==> src/rtl/xsat_pkg.sv <==
// Shared encodings for the dual-halfword exchange saturating adder.
// Assumes the order and mode selects are single bits supplied by decode.
package xsat_pkg;

    // Which lane subtracts; the opposite lane adds.
    typedef enum logic {
        ORD_SUBLO_ADDHI = 1'b0,
        ORD_ADDLO_SUBHI = 1'b1
    } xorder_e;

    // How each half is interpreted and which range it clamps to.
    typedef enum logic {
        MODE_SIGNED   = 1'b0,
        MODE_UNSIGNED = 1'b1
    } xmode_e;

endpackage

==> src/rtl/xsat_clamp.sv <==
// Clamp a widened lane result to the HALF_W range selected by mode.
// Assumes the input carries two guard bits above HALF_W, so that it never
// wrapped when it was formed.
module xsat_clamp #(
    parameter int HALF_W = 16
) (
    input  logic signed [HALF_W+1:0] raw,
    input  xsat_pkg::xmode_e         mode,
    output logic        [HALF_W-1:0] sat
);
    localparam int EXT_W = HALF_W + 2;

    localparam logic signed [EXT_W-1:0] S_MAX = {3'b000, {(HALF_W-1){1'b1}}};
    localparam logic signed [EXT_W-1:0] S_MIN = {3'b111, {(HALF_W-1){1'b0}}};
    localparam logic signed [EXT_W-1:0] U_MAX = {2'b00, {HALF_W{1'b1}}};
    localparam logic signed [EXT_W-1:0] U_MIN = '0;

    logic signed [EXT_W-1:0] hi_lim;
    logic signed [EXT_W-1:0] lo_lim;

    // Choose the limits that belong to the selected mode.
    always_comb begin
        if (mode == xsat_pkg::MODE_UNSIGNED) begin
            hi_lim = U_MAX;
            lo_lim = U_MIN;
        end else begin
            hi_lim = S_MAX;
            lo_lim = S_MIN;
        end
    end

    // Pin the raw value to the limits, then keep the low HALF_W bits.
    always_comb begin
        if (raw > hi_lim)
            sat = hi_lim[HALF_W-1:0];
        else if (raw < lo_lim)
            sat = lo_lim[HALF_W-1:0];
        else
            sat = raw[HALF_W-1:0];
    end

endmodule

==> src/rtl/xsat_lane.sv <==
// One lane: widen both halves by the mode, add or subtract, then clamp.
// Assumes lhs comes from N and rhs from the crossed half of M.
module xsat_lane #(
    parameter int HALF_W = 16
) (
    input  logic [HALF_W-1:0] lhs,
    input  logic [HALF_W-1:0] rhs,
    input  logic              do_sub,
    input  xsat_pkg::xmode_e  mode,
    output logic [HALF_W-1:0] lane_out
);
    localparam int EXT_W = HALF_W + 2;

    logic signed [EXT_W-1:0] lhs_x;
    logic signed [EXT_W-1:0] rhs_x;
    logic signed [EXT_W-1:0] raw;

    // Widen both halves, with zero or sign extension set by the mode.
    always_comb begin
        if (mode == xsat_pkg::MODE_UNSIGNED) begin
            lhs_x = {2'b00, lhs};
            rhs_x = {2'b00, rhs};
        end else begin
            lhs_x = {{2{lhs[HALF_W-1]}}, lhs};
            rhs_x = {{2{rhs[HALF_W-1]}}, rhs};
        end
    end

    // Full-precision add or subtract; two guard bits prevent any wrap.
    always_comb begin
        if (do_sub)
            raw = lhs_x - rhs_x;
        else
            raw = lhs_x + rhs_x;
    end

    xsat_clamp #(.HALF_W(HALF_W)) u_clamp (
        .raw  (raw),
        .mode (mode),
        .sat  (lane_out)
    );

endmodule

==> src/rtl/xsat_outreg.sv <==
// Result register with valid strobe; the data is loaded only on valid.
// Assumes a synchronous, active-low reset.
module xsat_outreg #(
    parameter int WORD_W = 32
) (
    input  logic              clk,
    input  logic              rst_n,
    input  logic              load,
    input  logic [WORD_W-1:0] d,
    output logic              valid_q,
    output logic [WORD_W-1:0] q
);
    // Register the strobe every cycle, and the data only when loaded.
    always_ff @(posedge clk) begin
        if (!rst_n) begin
            valid_q <= 1'b0;
            q       <= '0;
        end else begin
            valid_q <= load;
            if (load)
                q <= d;
        end
    end

endmodule

==> src/rtl/hx_sat_unit.sv <==
// Dual-halfword exchange saturating adder. Lane 0 pairs N low with M high
// and lane 1 pairs N high with M low. in_order picks which lane subtracts,
// and each lane clamps on its own. The result is registered (1-cycle latency).
// Assumes the operands are stable on the edge where in_valid is 1.
module hx_sat_unit #(
    parameter int HALF_W = 16
) (
    input  logic                clk,
    input  logic                rst_n,
    input  logic                in_valid,
    input  logic                in_unsigned,
    input  logic                in_order,
    input  logic [2*HALF_W-1:0] in_n,
    input  logic [2*HALF_W-1:0] in_m,
    output logic                out_valid,
    output logic [2*HALF_W-1:0] out_result
);
    localparam int WORD_W = 2 * HALF_W;
    localparam int LANES  = 2;

    xsat_pkg::xmode_e  mode;
    xsat_pkg::xorder_e order;
    logic [WORD_W-1:0] packed_res;

    // Map the raw select pins onto the package encodings.
    always_comb begin
        mode  = xsat_pkg::xmode_e'(in_unsigned);
        order = xsat_pkg::xorder_e'(in_order);
    end

    for (genvar g = 0; g < LANES; g++) begin : g_lane
        logic [HALF_W-1:0] lhs;
        logic [HALF_W-1:0] rhs;
        logic              lane_sub;

        // Cross the halves and pick this lane's operation from the order.
        always_comb begin
            lhs = in_n[g*HALF_W +: HALF_W];
            rhs = in_m[(LANES-1-g)*HALF_W +: HALF_W];
            if (g == 0)
                lane_sub = (order == xsat_pkg::ORD_SUBLO_ADDHI);
            else
                lane_sub = (order == xsat_pkg::ORD_ADDLO_SUBHI);
        end

        xsat_lane #(.HALF_W(HALF_W)) u_lane (
            .lhs      (lhs),
            .rhs      (rhs),
            .do_sub   (lane_sub),
            .mode     (mode),
            .lane_out (packed_res[g*HALF_W +: HALF_W])
        );
    end

    xsat_outreg #(.WORD_W(WORD_W)) u_outreg (
        .clk     (clk),
        .rst_n   (rst_n),
        .load    (in_valid),
        .d       (packed_res),
        .valid_q (out_valid),
        .q       (out_result)
    );

endmodule

==> config.mk <==
export PLATFORM = sky130hd
export DESIGN_NAME = hx_sat_unit
export DESIGN_NICKNAME = d
export VERILOG_FILES = /design/src/rtl/xsat_pkg.sv /design/src/rtl/xsat_clamp.sv /design/src/rtl/xsat_lane.sv /design/src/rtl/xsat_outreg.sv /design/src/rtl/hx_sat_unit.sv
export SDC_FILE = /design/constraint.sdc
export NUM_CORES = 1
export LEC_CHECK = 0
export ABC_AREA = 1
export ABC_CLOCK_PERIOD_IN_PS = 14100
export BUFFER_PORTS_ARGS = -buffer_cell sky130_fd_sc_hd__buf_2
export CORE_MARGIN = 8
export CORE_UTILIZATION = 40
export CTS_CLUSTER_DIAMETER = 50
export DETAILED_ROUTE_END_ITERATION = 10
export GPL_ROUTABILITY_DRIVEN = 0
export SYNTH_ARGS = -nofsm -noshare
export SYNTH_HDL_FRONTEND = slang
export SYNTH_SLANG_ARGS = --single-unit
==> constraint.sdc <==
create_clock -name clk -period 14.1 [get_ports clk]
set_input_delay 4.23 -clock clk [delete_from_list [all_inputs] [get_ports clk]]
set_output_delay 4.23 -clock clk [all_outputs]
set_load 0.1 [all_outputs]
==> impl_metrics.py <==
metrics = {
    "critical_path": {
        "path_buf_inv": 7,
        "critPathTopFamily": "compound AO/OA/AOI/OAI gates",
        "worst_path_largest_cell_delay_ns": 0.35,
        "start_kind": "input pin",
        "critPathCaptureType": "flop",
        "crit_slowest_cell": "clkinv_1",
        "cp_max_fo": 17,
        "required_ns": 14.31,
        "arrival_ns": 8.74,
        "crit_type": "in -> reg",
    },
    "clock_network": {
        "cts-root-buf": "clkbuf_16",
        "clkLatencyLatePin_ns": 0.27,
        "numCtsBuffers": 5,
        "clk_pin_slew_ns": 0.05,
        "post_cts_buffers": 0,
        "post_cts_resized": 0,
        "clockBufferDepth": 2,
        "cts_tree": "built",
        "cts_sinks": 33,
        "htreeDepth": 2,
        "holdBufCountCts": 0,
    },
    "sta": {
        "tns_ns": 0,
        "clock.fmax_mhz": 117,
        "finalSetupViolCount": 0,
        "slew-limit-headroom_pct": 33.8,
        "clock_skew_ns": 0,
        "drv_slew": 0,
        "grt_setup_unrepaired": "no",
        "fin_ws_ns": 5.57,
        "period_needed_ns": 8.53,
        "hold_violations": 0,
        "tightest_slew_ns": 0.992,
        "finalCritPeriodShare_pct": 60.5,
    },
    "finish": {
        "design_area_sq_um": 5330,
        "fin_util_pct": 47.2,
        "drive_above_1_share_pct": 16.8,
        "nets": 973,
        "syn_to_final_growth_pct": 17.1,
        "final.fill_count": 1217,
        "antenna_cells": 0,
    },
    "die": {
        "pin_count": 102,
        "die_x_um": 123,
        "die_h_um": 123,
        "dieArea_sq_um": 15000,
        "core_sq_um": 11300,
        "start_util_pct": 40.3,
        "fp-row-count": 39,
    },
    "yosys": {
        "synthMuxAreaShare_pct": 0,
        "synth_top_cells_by_area": "nand2_1 19%, dfxtp_1 15%, ha_1 12%, inv_1 10%, nand3_1 6.1%",
        "synth_top_area_share_pct": 18.6,
        "synth_xor_area_share_pct": 7.13,
        "yosysTopAreaCell": "nand2_1",
        "synth-compound-area-share_pct": 16.5,
        "synthAdderAreaFrac_pct": 13.0,
        "syn-mean-instance-area_sq_um": 5.93,
        "synth_nets": 882,
        "ys_warn_count": 0,
        "syn_inst": 767,
        "ys_ff_latch": 33,
        "netlist_area_sq_um": 4550,
        "synth.distinct_cells": 44,
        "synth-simple-area-share_pct": 36.3,
        "synth_top_family_by_area": "simple AND/OR/NAND/NOR gates",
        "ys_seq_area_share_pct": 14.5,
    },
    "drt": {
        "drc": 0,
        "drtPass1Iterations": 4,
        "post_drt_wl_per_cell_um": 12.4,
        "final_antenna_net_count": 0,
        "vias": 4944,
        "routed_via_density": 4.93,
        "drt_iter0_drc": 311,
        "drt-total-wl_mm": 12.5,
    },
    "global_routing": {
        "grt_pass1_wl_mm": 20.5,
        "grt_start_max_net_pins": 61,
        "grtUsageTotal_pct": 16.1,
        "first_global_vias": 4547,
        "grt_antenna_before_repair": 0,
        "overflow": 0,
    },
    "power": {
        "p_per_area_nw_per_um2": 120,
        "power_w": 0.000639,
        "leakagePower_nw": 3.00,
        "irDropWorstVdd_uv": 101,
    },
    "status": {
        "status": "finished, final reports clean",
    },
    "min_path": {
        "holdCritPathClass": "reg -> reg",
    },
    "placed_design": {
        "io_buffers": 101,
        "hpwlAfterDp_mm": 10.7,
        "dpl_cell_area_sq_um": 5150,
        "pre_cts_ws_ns": 5.29,
    },
    "job": {
        "maxCapViolCount": 0,
    },
}
==> cells in the final DEF, fill, tap and decap left out, types with 23 or more instances in the layout <==
| cell type | count |
|---|---|
| nand2_1 | 225 |
| buf_2 | 101 |
| nor2_1 | 57 |
| inv_1 | 122 |
| xor2_1 | 24 |
| ha_1 | 44 |
| a21oi_1 | 26 |
| nand3_1 | 55 |
| o21ai_0 | 43 |
| a31oi_1 | 23 |
| dfxtp_1 | 33 |
==> power breakdown <==
group | leakage (nW) | internal, W | switching, W | total (W)
Sequential | 0.274 | 0.000109 | 0.00000687 | 0.000116
Clock | 0.0841 | 0.0000881 | 0.0000361 | 0.000124
Combinational | 2.64 | 0.000104 | 0.000296 | 0.000400
Total | 3.00 | 0.000301 | 0.000338 | 0.000639
==> final timing paths <==
| check | startpoint | to | slack (ns) | cells after the start |
|---|---|---|---|---|
| max | in_m[16] | u_outreg.q[15]$_SDFFE_PN0P_ | 5.57 | 32 |
| min | u_outreg.q[31]$_SDFFE_PN0P_ | u_outreg.q[31]$_SDFFE_PN0P_ | 0.46 | 2 |
| max reg2reg | u_outreg.q[10]$_SDFFE_PN0P_ | u_outreg.q[10]$_SDFFE_PN0P_ | 13.32 | 2 |
| min reg2reg | u_outreg.q[31]$_SDFFE_PN0P_ | u_outreg.q[31]$_SDFFE_PN0P_ | 0.46 | 2 |
==> sequential cells by signal, summed over array words and instances, names as in the netlist <==
register / cells
u_outreg.valid_q: 1
u_outreg.q: 32
==> worst reg2reg max path: stages, from the launching register on <==
cell and delay, ns:
dfxtp_1 0.30, o21ai_0 0.30, a31oi_4 0.04
==> layer usage <==
| metal | global-route usage, % | vias up | wire [um] |
|---|---|---|---|
| met5 | 0 | - | 0 |
| met4 | 2.28 | 0 | 70 |
| met3 | 2.02 | 9 | 586 |
| met2 | 23.8 | 120 | 4950 |
| met1 | 24.5 | 2152 | 6870 |
| li1 | - | 2663 | - |
==> Yosys cell counts (all sizes together) <==
cell / n
nand2: 232
inv: 130
nand3: 57
nor2: 57
o21ai: 46
ha: 44
dfxtp: 33
a21oi: 32
a31oi: 31
xor2: 24
nor3: 15
clkbuf: 13
xnor2: 13
nand4: 12
nand3b: 5
buf: 4
or2: 3
a211oi: 2
fa: 2
nor4: 2
o211ai: 2
o21bai: 2
a21o: 1
and2: 1
clkinv: 1
o21a: 1
o31ai: 1
o41ai: 1
==> cell families after synthesis <==
kind of cell,Yosys count
fa+ha+maj,46
compound gates,119
xor+xnor,37
flops,33
buf+inv,148
simple gates,384
==> stage by stage <==
stage / std cells / hold slack (ns)
floorplan: 767 / 0.902
global placement: 994 / 0.455
detailed placement: 994 / 0.452
CTS: 1002 / 0.460
global route: 1002 / 0.500
finish: 1002 / 0.460
==> final cells by class <==
type / count / area [sq um] / share of cell area, %
multi-input cells: 586 / 3320 / 62.3
flip-flops and latches: 33 / 661 / 12.4
repair buffers: 101 / 505 / 9.49
inverters: 131 / 492 / 9.23
well taps: 143 / 179 / 3.36
clock buffers: 7 / 143 / 2.68
clock inverters: 1 / 30.0 / 0.564
(Power assumes the default switching activity.)
